## src/rtl/flashGuardPkg.sv

```systemverilog
package flashGuardPkg;
  localparam logic [2:0] OP_PROG = 3'd0;
  localparam logic [2:0] OP_CMP  = 3'd1;
  localparam logic [2:0] OP_XFER = 3'd2;
  localparam logic [2:0] OP_BRD  = 3'd3;
  localparam logic [2:0] OP_BWR  = 3'd4;

  localparam logic [1:0] ERR_NONE = 2'b00;
  localparam logic [1:0] ERR_PROT = 2'b01;
  localparam logic [1:0] ERR_BUSY = 2'b10;

  // strobes from control to the busy datapath
  typedef struct packed {
    logic       start;   // launch an array operation
    logic [1:0] kind;    // 0 program, 1 compare, 2 load
    logic       bufSel;  // buffer engaged by it
  } strobeT;
endpackage

```

## src/rtl/flashGuardCtrl.sv

```systemverilog
module flashGuardCtrl
  import flashGuardPkg::*;
#(
  parameter int PAGE_W     = 12,
  parameter int PROT_PAGES = 256
) (
  input  logic              clk,
  input  logic              rstN,
  input  logic              reqValid,
  input  logic [2:0]        reqOp,
  input  logic [PAGE_W-1:0] reqPage,
  input  logic              reqBuf,
  input  logic              wpN,
  input  logic              busy,
  input  logic              engagedBuf,
  output strobeT            strobe,
  output logic              accept,
  output logic              errPulse,
  output logic [1:0]        errCode
);
  localparam logic [PAGE_W-1:0] PROT_LIMIT = PAGE_W'(PROT_PAGES);

  logic isArray, isBufOp, protHit, busyHit, grantNow, refuseNow;

  always_comb begin
    isArray   = (reqOp == OP_PROG) || (reqOp == OP_CMP) || (reqOp == OP_XFER);
    isBufOp   = (reqOp == OP_BRD) || (reqOp == OP_BWR);
    protHit   = (reqOp == OP_PROG) && !wpN && (reqPage < PROT_LIMIT);
    busyHit   = busy && (isArray || (isBufOp && (reqBuf == engagedBuf)));
    grantNow  = reqValid && (isArray || isBufOp) && !protHit && !busyHit;
    refuseNow = reqValid && (isArray || isBufOp) && (protHit || busyHit);
    strobe.start  = grantNow && isArray;
    strobe.kind   = reqOp[1:0];
    strobe.bufSel = reqBuf;
  end

  always_ff @(posedge clk or negedge rstN) begin
    if (!rstN) begin
      accept   <= 1'b0;
      errPulse <= 1'b0;
      errCode  <= ERR_NONE;
    end else begin
      accept   <= grantNow;
      errPulse <= refuseNow;
      if (!refuseNow)   errCode <= ERR_NONE;
      else if (protHit) errCode <= ERR_PROT;
      else              errCode <= ERR_BUSY;
    end
  end

  // protected program is refused with reason 01
  a_r2_protect: assert property (@(posedge clk) disable iff (!rstN)
    (reqValid && reqOp == OP_PROG && !wpN && reqPage < PROT_LIMIT)
      |=> (errPulse && errCode == ERR_PROT && !accept));
  // array request while busy is refused with reason 10
  a_r5_busy_reject: assert property (@(posedge clk) disable iff (!rstN)
    (reqValid && busy && (reqOp == OP_CMP || reqOp == OP_XFER))
      |=> (errPulse && errCode == ERR_BUSY));
  // no launch while another operation runs
  a_r7_single: assert property (@(posedge clk) disable iff (!rstN)
    strobe.start |-> !busy);
  // grant and refusal are exclusive
  a_r9_exclusive: assert property (@(posedge clk) disable iff (!rstN)
    !(accept && errPulse));
endmodule

```

## src/rtl/flashGuardData.sv

```systemverilog
module flashGuardData
  import flashGuardPkg::*;
#(
  parameter int PROG_CYC = 20,
  parameter int CMP_CYC  = 6,
  parameter int XFER_CYC = 8
) (
  input  logic   clk,
  input  logic   rstN,
  input  strobeT strobe,
  output logic   busy,
  output logic   engagedBuf
);
  localparam int MAX_A   = (PROG_CYC > CMP_CYC) ? PROG_CYC : CMP_CYC;
  localparam int MAX_CYC = (MAX_A > XFER_CYC) ? MAX_A : XFER_CYC;
  localparam int CNT_W   = $clog2(MAX_CYC + 1);

  logic [CNT_W-1:0] remain, loadVal;

  always_comb begin
    case (strobe.kind)
      2'd0:    loadVal = CNT_W'(PROG_CYC);
      2'd1:    loadVal = CNT_W'(CMP_CYC);
      default: loadVal = CNT_W'(XFER_CYC);
    endcase
  end

  always_ff @(posedge clk or negedge rstN) begin
    if (!rstN) begin
      busy       <= 1'b0;
      remain     <= '0;
      engagedBuf <= 1'b0;
    end else if (strobe.start) begin
      busy       <= 1'b1;
      remain     <= loadVal;
      engagedBuf <= strobe.bufSel;
    end else if (busy) begin
      if (remain == '0) busy <= 1'b0;
      else              remain <= remain - 1'b1;
    end
  end

  // a launch makes the array busy
  a_r4_start_busy: assert property (@(posedge clk) disable iff (!rstN)
    strobe.start |=> busy);
  // busy drops the cycle after the count is exhausted
  a_r4_drop: assert property (@(posedge clk) disable iff (!rstN)
    (busy && remain == '0) |=> !busy);
  // engaged buffer is held during an operation
  a_r7_hold: assert property (@(posedge clk) disable iff (!rstN)
    (busy && !strobe.start) |=> $stable(engagedBuf));
endmodule

```

## src/rtl/flashGuard.sv

```systemverilog
module flashGuard
  import flashGuardPkg::*;
#(
  parameter int PAGE_W     = 12,
  parameter int PROT_PAGES = 256,
  parameter int PROG_CYC   = 20,
  parameter int CMP_CYC    = 6,
  parameter int XFER_CYC   = 8
) (
  input  logic              clk,
  input  logic              rstN,
  input  logic              reqValid,
  input  logic [2:0]        reqOp,
  input  logic [PAGE_W-1:0] reqPage,
  input  logic              reqBuf,
  input  logic              wpN,
  output logic              accept,
  output logic              errPulse,
  output logic [1:0]        errCode,
  output logic              rdyBusyN,
  output logic              engagedBuf
);
  strobeT strobe;
  logic   busy;

  flashGuardCtrl #(.PAGE_W(PAGE_W), .PROT_PAGES(PROT_PAGES)) u_ctrl (
    .clk(clk), .rstN(rstN), .reqValid(reqValid), .reqOp(reqOp),
    .reqPage(reqPage), .reqBuf(reqBuf), .wpN(wpN), .busy(busy),
    .engagedBuf(engagedBuf), .strobe(strobe), .accept(accept),
    .errPulse(errPulse), .errCode(errCode)
  );

  flashGuardData #(.PROG_CYC(PROG_CYC), .CMP_CYC(CMP_CYC), .XFER_CYC(XFER_CYC)) u_data (
    .clk(clk), .rstN(rstN), .strobe(strobe), .busy(busy), .engagedBuf(engagedBuf)
  );

  // released line reads high; driven low while busy
  assign rdyBusyN = ~busy;
endmodule

```

## config.mk

```make
export PLATFORM = sky130hd
export DESIGN_NAME = flashGuard
export DESIGN_NICKNAME = d
export VERILOG_FILES = /design/src/rtl/flashGuardPkg.sv /design/src/rtl/flashGuardCtrl.sv /design/src/rtl/flashGuardData.sv /design/src/rtl/flashGuard.sv
export SDC_FILE = /design/constraint.sdc
export NUM_CORES = 1
export LEC_CHECK = 0
export BUFFER_PORTS_ARGS = -buffer_cell sky130_fd_sc_hd__buf_4
export CORE_MARGIN = 5
export CORE_UTILIZATION = 41
export DETAILED_ROUTE_END_ITERATION = 12
export PLACE_DENSITY_LB_ADDON = 0.2
export SYNTH_ARGS = -nofsm -noshare
export SYNTH_HDL_FRONTEND = slang
export SYNTH_SLANG_ARGS = --single-unit
```

## constraint.sdc

```tcl
create_clock -name clk -period 1.7 [get_ports clk]
set_clock_uncertainty 0.2 [all_clocks]
set_input_delay 0.17 -clock clk [delete_from_list [all_inputs] [get_ports clk]]
set_output_delay 0.17 -clock clk [all_outputs]
set_load 0.05 [all_outputs]
```

==> flow_summary.yaml, run 1 <==
clock_network:
  clk_path_buf_depth: 2
  cts_tree: "yes"
  root_buffer: "clkbuf_4"
  clk-insertion-delay-late_ps: 260
  clk_pin_slew_ps: 70
  numCtsBuffers: 3
  clkSinkCount: 11
  htreeDepth: 1
critical_path:
  critPathCaptureType: "register"
  worstSetupPathType: "register to register"
  r2r_cells: 4
  r2r_end: "u_data.engagedBuf"
  r2r_slack_ps: 20
  required_ps: 1650
  rr_startpoint: "u_data.busy"
  cp_max_fo: 4
  worstSetupStartpointType: "register"
  cp.arrival_ps: 1630
timing:
  relSlewSlack: 0.7946
  setup_viol: 0
  setup_slack_ps: 19.99
  fin_crit_ps: 1680
  grt_setup_unrepaired: "true"
  slew_violations: 0
  finalCritPeriodShare: 0.9882
  max_freq_mhz: 595.2
  hold_slack_ps: 7.891
  worstMarginPinSlew_ps: 307.0
  hold_viol: 0
place:
  dp_hpwl_um: 1104
  gp_congestion: 0.8427
  numPortBuffers: 17
  place_area_um2: 830.8
  dp_worst_setup_slack_ps: -3.272
min_path:
  min_path_cells: 4
  min_from: "reqPage[8]"
  holdPathEnd: "u_ctrl.errCode[0]"
  hold_path.class: "primary input to register"
synth:
  synth_nets: 84
  ys_seq_area_frac: 0.4365
  ys_types: 29
  ys_seq_elements: 11
  avgSynthCellArea_um2: 10.17
  synth_area_um2: 630.6
  yosysTopAreaCell: "dfrtp_1"
  synthCells: 62
  synth_top_area_share: 0.4365
  yosysWarnings: 0
  ys_top_cells_by_area: "dfrtp_1, nand2_1, o41ai_4"
drt:
  drc: 0
  viasPerCell: 5.170
  wl_per_cell_um: 12.86
  drtIter0Drc: 12
  num_vias: 579
  routed_wl_um: 1440
  first_pass_iters: 4
  ant_nets: 0
job:
  max-cap-violations: 0
layout:
  layout_commonest_cell: "buf_4"
  drive_above_1_share: 0.4271
  area_growth_pct: 47.02
  fillCellCount: 136
  layout.nets: 119
  final_cell_mix: "buf_4, dfrtp_1, nand2_1"
  multi_input_area_um2: 354.1
  post-route-cell-area_um2: 927.1
  ff_latch_area_um2: 275.3
  diodes: 0
  fin_util: 0.6227
power_and_ir_drop:
  leakage_nw: 0.4389
  irDropWorstVdd_mv: 0.8873
  p_total_mw: 1.540
  power.density_nw_per_um2: 1661
grt:
  grt_pass1_wl_um: 2463
  grt_usage: 0.1288
  grt_max_degree: 12
  antenna_found_initial: 0
  grt_overflow: 0
  grt_pass1_vias: 599
die:
  die_y_um: 49.22
  core_region_area_um2: 1489
  rows: 14
  initial_core_util: 0.4235
  die_x_um: 49.22
  io_pins: 26
  dieArea_um2: 2423
outcome:
  status: "finished clean"
-- through the flow --
stage	cells	setup TNS, ps
after global routing	112	-160.7
after floorplan	62	0
after global placement	102	0
after detailed placement	102	-3.272
final	112	0
after CTS	109	0
-- timing repair --
action | 4_1_cts | 5_1_grt
setup buffers | 0 | 3
endpoints found under the hold margin | 16 | 0
setup endpoints to repair | 1 | 6
resized for setup | 1 | 5
pin swaps | 0 | 1
hold buffers | 3 | 0
-- cells in the mapped netlist --
cell type,count
a211oi_1,2
a21boi_0,1
a21boi_4,1
a21oi_1,2
a311o_1,1
a31oi_1,1
and2_2,1
dfrtp_1,11
ha_1,2
inv_1,5
mux2_1,1
mux2_2,1
nand2_1,8
nand3_1,2
nand3b_1,1
nor2_1,6
nor3_1,3
nor3b_1,1
nor3b_2,1
o21a_1,1
o21ai_2,1
o221ai_1,2
o31ai_1,1
o41ai_4,1
or2_1,1
or3b_1,1
or4_1,1
xnor2_1,1
xor2_1,1
-- cell type report --
class,count,area share
flip-flops and latches,11,0.2969
well taps,16,0.02159
multi-input cells,46,0.3819
inverters,5,0.02024
clock buffers,4,0.02834
repair buffers,30,0.2510
-- kinds of logic after synthesis --
group                      share of synthesized area
buffers and inverters                        0.02977
DFF                                           0.4365
and+or+nand+nor                               0.2143
adders and majority gates                    0.03968
muxes                                        0.03571
AOI/OAI and AO/OA                             0.2163
xor gates and xnor gates                     0.02778
-- how the worst max path moves through the flow --
| stage | cells past startpoint | startpoint | slack [ps] | endpoint |
|---|---|---|---|---|
| floorplan | 4 | u_data.busy | 30 | u_data.engagedBuf |
| global placement | 6 | u_data.remain[0] | 10 | u_data.remain[4] |
| detailed placement | 6 | u_data.remain[0] | -3 | u_data.remain[4] |
| CTS | 4 | u_data.busy | 10 | u_data.engagedBuf |
| global route | 4 | u_data.busy | -40 | u_data.engagedBuf |
| finish | 4 | u_data.busy | 20 | u_data.engagedBuf |
-- worst max-delay path: stages (launching register included) --
cell	delay (ps)
dfrtp_1	400
nor3b_2	230
a21boi_4	250
o21a_1	180
mux2_4	300
-- power breakdown --
group | leakage, nW | switching, mW | internal, mW
combinational | 0.286 | 0.446 | 0.445
sequential | 0.137 | 0.103 | 0.365
clock | 0.0150 | 0.0901 | 0.0907
-- layer usage --
layer	vias to the layer above	GRT usage	part of all wire
li1	291	-	-
met1	273	0.1479	0.44
met2	13	0.2167	0.49
met3	2	0.02141	0.048
met4	0	0.08072	0.015
met5	-	0	0
-- flip-flops by register name, indices dropped and copies added, names as in the netlist --
| signal | cells |
|---|---|
| u_ctrl.accept | 1 |
| u_ctrl.errCode | 2 |
| u_ctrl.errPulse | 1 |
| u_data.busy | 1 |
| u_data.engagedBuf | 1 |
| u_data.remain | 5 |
No activity file was read; power rests on OpenSTA's default activity.
==> run 2, diff against run 1 <==
--- a/config.mk
+++ b/config.mk
@@ -9,7 +9,8 @@
 export CORE_MARGIN = 5
 export CORE_UTILIZATION = 41
 export DETAILED_ROUTE_END_ITERATION = 12
-export PLACE_DENSITY_LB_ADDON = 0.2
+export PLACE_DENSITY_LB_ADDON = 0.1
+export RECOVER_POWER = 50
 export SYNTH_ARGS = -nofsm -noshare
 export SYNTH_HDL_FRONTEND = slang
 export SYNTH_SLANG_ARGS = --single-unit
==> run 2 against run 1 <==
Worst hold slack got worse by 2.5 ps; wire length increased by 2.8%; final cell count grew 1.8%; highest routed layer unchanged.
==> flow_summary.yaml, run 2 (synthesized netlist as in run 1, its figures left out) <==
layout:
  largest_registers: "u_data.remain x5, u_ctrl.errCode x2"
  largest_reg_flops: 5
  drive_above_1_share: 0.4694
  largest_register: "u_data.remain"
  layout_commonest_cell: "buf_4"
  final_cell_mix: "buf_4, dfrtp_1, nand2_1"
  area_growth_pct: 53.97
  ff_latch_area_um2: 275.3
  layout.nets: 121
  fin_util: 0.6521
  fillCellCount: 119
  instances_no_fill: 114
  diodes: 0
  multi_input_area_um2: 384.1
critical_path:
  path_depth: 7
  crit_top_cell: "inv_2"
  cp_max_fo: 4
  worstSetupStartpointType: "register"
  max_stage_delay_ps: 390
  worst-path-buf-inv: 3
  worstSetupPathType: "register to register"
  required_ps: 1660
  worstSetupEndpoint: "u_data.remain[0]"
  r2r_cells: 7
  crit_chain: "inv_2, ha_4, inv_2, o41ai_4, buf_4, xnor2_2, nor2_1"
  critPathCaptureType: "register"
  cp.arrival_ps: 1660
  r2r_end: "u_data.remain[0]"
  critPathTopFamily: "flip-flops"
  r2r_slack_ps: 6
  crit_slowest_cell: "dfrtp_1"
  rr_startpoint: "u_data.remain[0]"
  startpoint: "u_data.remain[0]"
timing:
  fin_crit_ps: 1694
  hold_viol: 0
  tns_ps: 0
  grt_setup_unrepaired: "true"
  relSlewSlack: 0.5864
  worstMarginPinSlew_ps: 620.3
  max_freq_mhz: 590.4
  finalCritPeriodShare: 0.9963
  slew_violations: 0
  hold_slack_ps: 5.373
  setup_viol: 0
clock_network:
  clk_path_buf_depth: 2
  clk-insertion-delay-late_ps: 270
  cts_tree: "yes"
  clkSinkCount: 11
  root_buffer: "clkbuf_4"
  clk_pin_slew_ps: 70
  numCtsBuffers: 3
  htreeDepth: 1
job:
  max-cap-violations: 0
drt:
  num_vias: 612
  viasPerCell: 5.368
  first_pass_iters: 5
  ant_nets: 0
  drtIter0Drc: 3
  wl_per_cell_um: 12.99
  drc: 0
  routed_wl_um: 1481
power_and_ir_drop:
  p_total_mw: 1.645
  leakage_nw: 0.4508
  irDropWorstVdd_mv: 0.9542
  power.density_nw_per_um2: 1694
grt:
  grt_overflow: 0
  antenna_found_initial: 0
  grt_pass1_vias: 588
  grt_usage: 0.1315
  grt_pass1_wl_um: 2442
  grt_max_degree: 12
die:
  die_x_um: 49.22
  io_pins: 26
  initial_core_util: 0.4235
  die_y_um: 49.22
  dieArea_um2: 2423
  rows: 14
  core_region_area_um2: 1489
min_path:
  hold_path.class: "primary input to register"
place:
  dp_cells: 103
  numPortBuffers: 17
  dp_hpwl_um: 1104
  gp_congestion: 0.8136
outcome:
  status: "finished clean"
## run 2: power by group
group          leakage [nW]  total, mW  internal, mW  switching (mW)
Sequential            0.137      0.476         0.365           0.111
Combinational         0.298      0.994         0.502           0.492
Clock                0.0150      0.175        0.0908          0.0846
## run 2: worst min-delay path, stage by stage
cell and delay, ps:
buf_4 80, nor2_1 40, nand3_1 100, nor2_1 50
## run 2: metal layers
metal	wire, um	track usage	vias up	part of all wire
met5	0	0	-	0
met4	31	0.06726	0	0.021
met3	96	0.06422	4	0.065
met2	686	0.1953	25	0.46
met1	666	0.1544	289	0.45
li1	-	-	294	-
## run 2: worst min path at each step
| stage | endpoint | cells after the start | start | slack (ps) |
|---|---|---|---|---|
| after global routing | u_ctrl.errCode[0] | 4 | reqPage[8] | 30 |
| after CTS | u_ctrl.errCode[0] | 4 | reqPage[8] | 1 |
| after detailed placement | u_data.remain[0] | 1 | rstN | -190 |
| after floorplan | u_ctrl.accept | 0 | rstN | -330 |
| final | u_ctrl.errCode[0] | 4 | reqPage[8] | 5 |
| after global placement | u_data.remain[0] | 1 | rstN | -190 |
## run 2: cell type report
| class | count | area share |
|---|---|---|
| multi-input combinational | 46 | 0.3956 |
| sequential | 11 | 0.2835 |
| timing repair buffer | 32 | 0.2539 |
| clock buffer | 4 | 0.02706 |
| tap | 16 | 0.02062 |
| inverter | 5 | 0.01933 |
## run 2: timing repair
item,4_1_cts,5_1_grt
pin swaps,0,3
endpoints found under the setup margin,1,6
buffers inserted,0,4
endpoints found under the hold margin,17,0
resized for setup,1,11
hold buffers,4,0
## run 2: through the flow
step | instance area [um^2] | setup slack (ps)
2_1_floorplan | 630.6 | 33.72
3_3_place_gp | 838.3 | -19.82
3_5_place_dp | 838.3 | 7.089
4_1_cts | 909.6 | 6.138
5_1_grt | 970.9 | -82.59
6_report | 970.9 | 6.280
==> run 3, diff against run 2 <==
--- a/config.mk
+++ b/config.mk
@@ -7,10 +7,12 @@
 export LEC_CHECK = 0
 export BUFFER_PORTS_ARGS = -buffer_cell sky130_fd_sc_hd__buf_4
 export CORE_MARGIN = 5
-export CORE_UTILIZATION = 41
+export CORE_UTILIZATION = 40
 export DETAILED_ROUTE_END_ITERATION = 12
 export PLACE_DENSITY_LB_ADDON = 0.1
 export RECOVER_POWER = 50
+export SLEW_MARGIN = 20
 export SYNTH_ARGS = -nofsm -noshare
 export SYNTH_HDL_FRONTEND = slang
+export SYNTH_HIERARCHICAL = 1
 export SYNTH_SLANG_ARGS = --single-unit
==> run 3 against run 2 <==
The run now ends with negative setup slack left; non-clock buffer count increased by 4; worst hold slack better by 46 ps; core utilization grew 0.86 points.
==> flow_summary.yaml, run 3 <==
critical_path:
  worstSetupStartpointType: "register"
  worstSetupPathType: "register to register"
  rr_startpoint: "u_data/remain[0]"
  critPathCaptureType: "register"
  startpoint: "u_data/remain[0]"
  r2r_slack_ps: -40
  required_ps: 1690
  cp_max_fo: 5
  cp.arrival_ps: 1730
  r2r_end: "u_data/remain[1]"
  r2r_cells: 5
  worstSetupEndpoint: "u_data/remain[1]"
clock_network:
  clkSinkCount: 11
  clk_pin_slew_ps: 80
  numCtsBuffers: 3
  htreeDepth: 1
  clk-insertion-delay-late_ps: 270
  root_buffer: "clkbuf_4"
  clk_path_buf_depth: 2
  cts_tree: "yes"
power_and_ir_drop:
  combPwrFrac: 0.590
  irDropWorstVdd_mv: 0.9895
  leakage_nw: 0.4510
  power.density_nw_per_um2: 1587
  p_int_uw: 910.0
  clkPwrFrac: 0.116
  seqPwrFrac: 0.294
  p_sw_frac: 0.4102
  switchingPower_uw: 633.0
synth:
  yosysTopAreaCell: "dfrtp_1"
  synth_edf_count: 0
  ys_seq_area_frac: 0.4574
  avgSynthCellArea_um2: 9.707
  synthTopCellsByCount: "dfrtp_1, nor2_1, inv_1"
  synth_nets: 83
  ys_types: 30
  yosysWarnings: 6
  synthCells: 62
  ys_top_cells_by_area: "dfrtp_1, nor2_1, buf_4"
  synth_top_area_share: 0.4574
  ys_seq_elements: 11
  synth_ff_type: "dfrtp_1"
  yosys.cell_count.top_type: "dfrtp_1"
  async_flop_share: 1.000
  synth_area_um2: 601.8
job:
  max-cap-violations: 0
place:
  dp_worst_setup_slack_ps: -251.7
  dp_hpwl_um: 1111
  gp_congestion: 0.7788
  dp_cells: 104
  numPortBuffers: 17
  place_area_um2: 833.3
timing:
  grt_setup_unrepaired: "true"
  fin_crit_ps: 1740
  worstMarginPinSlew_ps: 589.7
  hold_viol: 0
  slew_violations: 0
  tns_ps: -49.77
  max_freq_mhz: 574.6
  setup_viol: 2
  finalCritPeriodShare: 1.024
  setup_slack_ps: -40.35
  relSlewSlack: 0.6069
layout:
  layout.nets: 120
  diodes: 0
  fillCellCount: 125
  layout_commonest_cell: "buf_4"
  post-route-cell-area_um2: 972.2
  drive_above_1_share: 0.5204
  instances_no_fill: 114
  largest_reg_flops: 5
  area_growth_pct: 61.54
  final_cell_mix: "buf_4, dfrtp_1, nor2_1"
  largest_registers: "u_data/remain x5, u_ctrl/errCode x2"
  largest_register: "u_data/remain"
  fin_util: 0.6607
drt:
  drtIter0Drc: 4
  first_pass_iters: 5
  top_layer_used: "met4"
  num_vias: 608
  wirelength_met1_um: 632
  ant_nets: 0
  dr_wl_met3_um: 88
  routed_wl_um: 1525
  wl_per_cell_um: 13.38
  drc: 0
  met2_wirelength_um: 785
  viasPerCell: 5.333
min_path:
  hold_path.class: "primary input to register"
die:
  initial_core_util: 0.4090
  core_region_area_um2: 1471
  rows: 14
  io_pins: 26
  dieArea_um2: 2380
  die_x_um: 48.79
  die_y_um: 48.79
grt:
  grt_pass1_wl_um: 2718
  grt_pass1_vias: 621
  grt_max_degree: 12
  grt_usage: 0.1458
  antenna_found_initial: 0
  grt_overflow: 0
outcome:
  violations: "negative setup slack"
  status: "finished with violations"
run 3: area by class of cell:
| cell class | instances | area, um^2 | area share |
|---|---|---|---|
| clock buffers | 3 | 22.52 | 0.02317 |
| clock inverters | 1 | 5.005 | 0.005148 |
| inverters | 5 | 18.77 | 0.01931 |
| multi-input cells | 42 | 352.8 | 0.3629 |
| flip-flops and latches | 11 | 275.3 | 0.2831 |
| well taps | 16 | 20.02 | 0.02059 |
| repair buffers | 36 | 277.8 | 0.2857 |
run 3: cell families after synthesis:
kind of cell | Yosys count | synth area share
AO/OA/AOI/OAI | 18 | 0.2183
XOR/XNOR | 1 | 0.01456
adder cells (fa/ha/maj) | 1 | 0.02079
buffers and inverters | 9 | 0.07484
flip-flops | 11 | 0.4574
multiplexers | 1 | 0.01871
AND/OR/NAND/NOR | 21 | 0.1954
run 3: how the worst min path moves through the flow:
stage | end | from | depth (start not counted) | slack (ps)
2_1_floorplan | u_ctrl/accept | rstN | 0 | -330
3_3_place_gp | u_ctrl/accept | rstN | 1 | -190
3_5_place_dp | u_ctrl/errPulse | rstN | 1 | -190
4_1_cts | u_data/remain[2] | reqOp[1] | 3 | 40
5_1_grt | u_data/remain[1] | reqOp[1] | 3 | 50
6_report | u_data/remain[2] | reqOp[1] | 3 | 50
run 3: timing repair:
action,CTS,global route
resized for setup,9,4
buffers inserted,1,2
setup endpoints to repair,3,5
endpoints found under the hold margin,14,0
hold buffers,3,0
pin swaps,4,2
run 3: power by group through the flow:
stage	Sequential (mW)	Combinational, mW	Clock [mW]
after floorplan	0.541	0.349	0
after global placement	0.446	0.733	0
after detailed placement	0.448	0.738	0
after CTS	0.451	0.872	0.185
after global routing	0.471	0.971	0.203
final	0.454	0.911	0.179
run 3: metrics by stage:
| stage | total power [mW] | hold WS (ps) |
|---|---|---|
| 6_report | 1.543 | 51.87 |
| 5_1_grt | 1.645 | 50.39 |
| 4_1_cts | 1.508 | 43.64 |
| 3_5_place_dp | 1.187 | -188.6 |
| 3_3_place_gp | 1.179 | -189.1 |
| 2_1_floorplan | 0.8901 | -325.6 |
run 3: critical path, cell delays in order, from the launching register on:
cell and delay [ps]:
dfrtp_1 400, inv_2 100, ha_4 130, or4b_4 510, a31o_4 250, o22ai_2 80
run 3: per-layer routing:
metal,up-vias,global-route usage
li1,297,-
met1,291,0.1638
met2,16,0.2478
met3,4,0.05505
met4,0,0.05381
met5,-,0
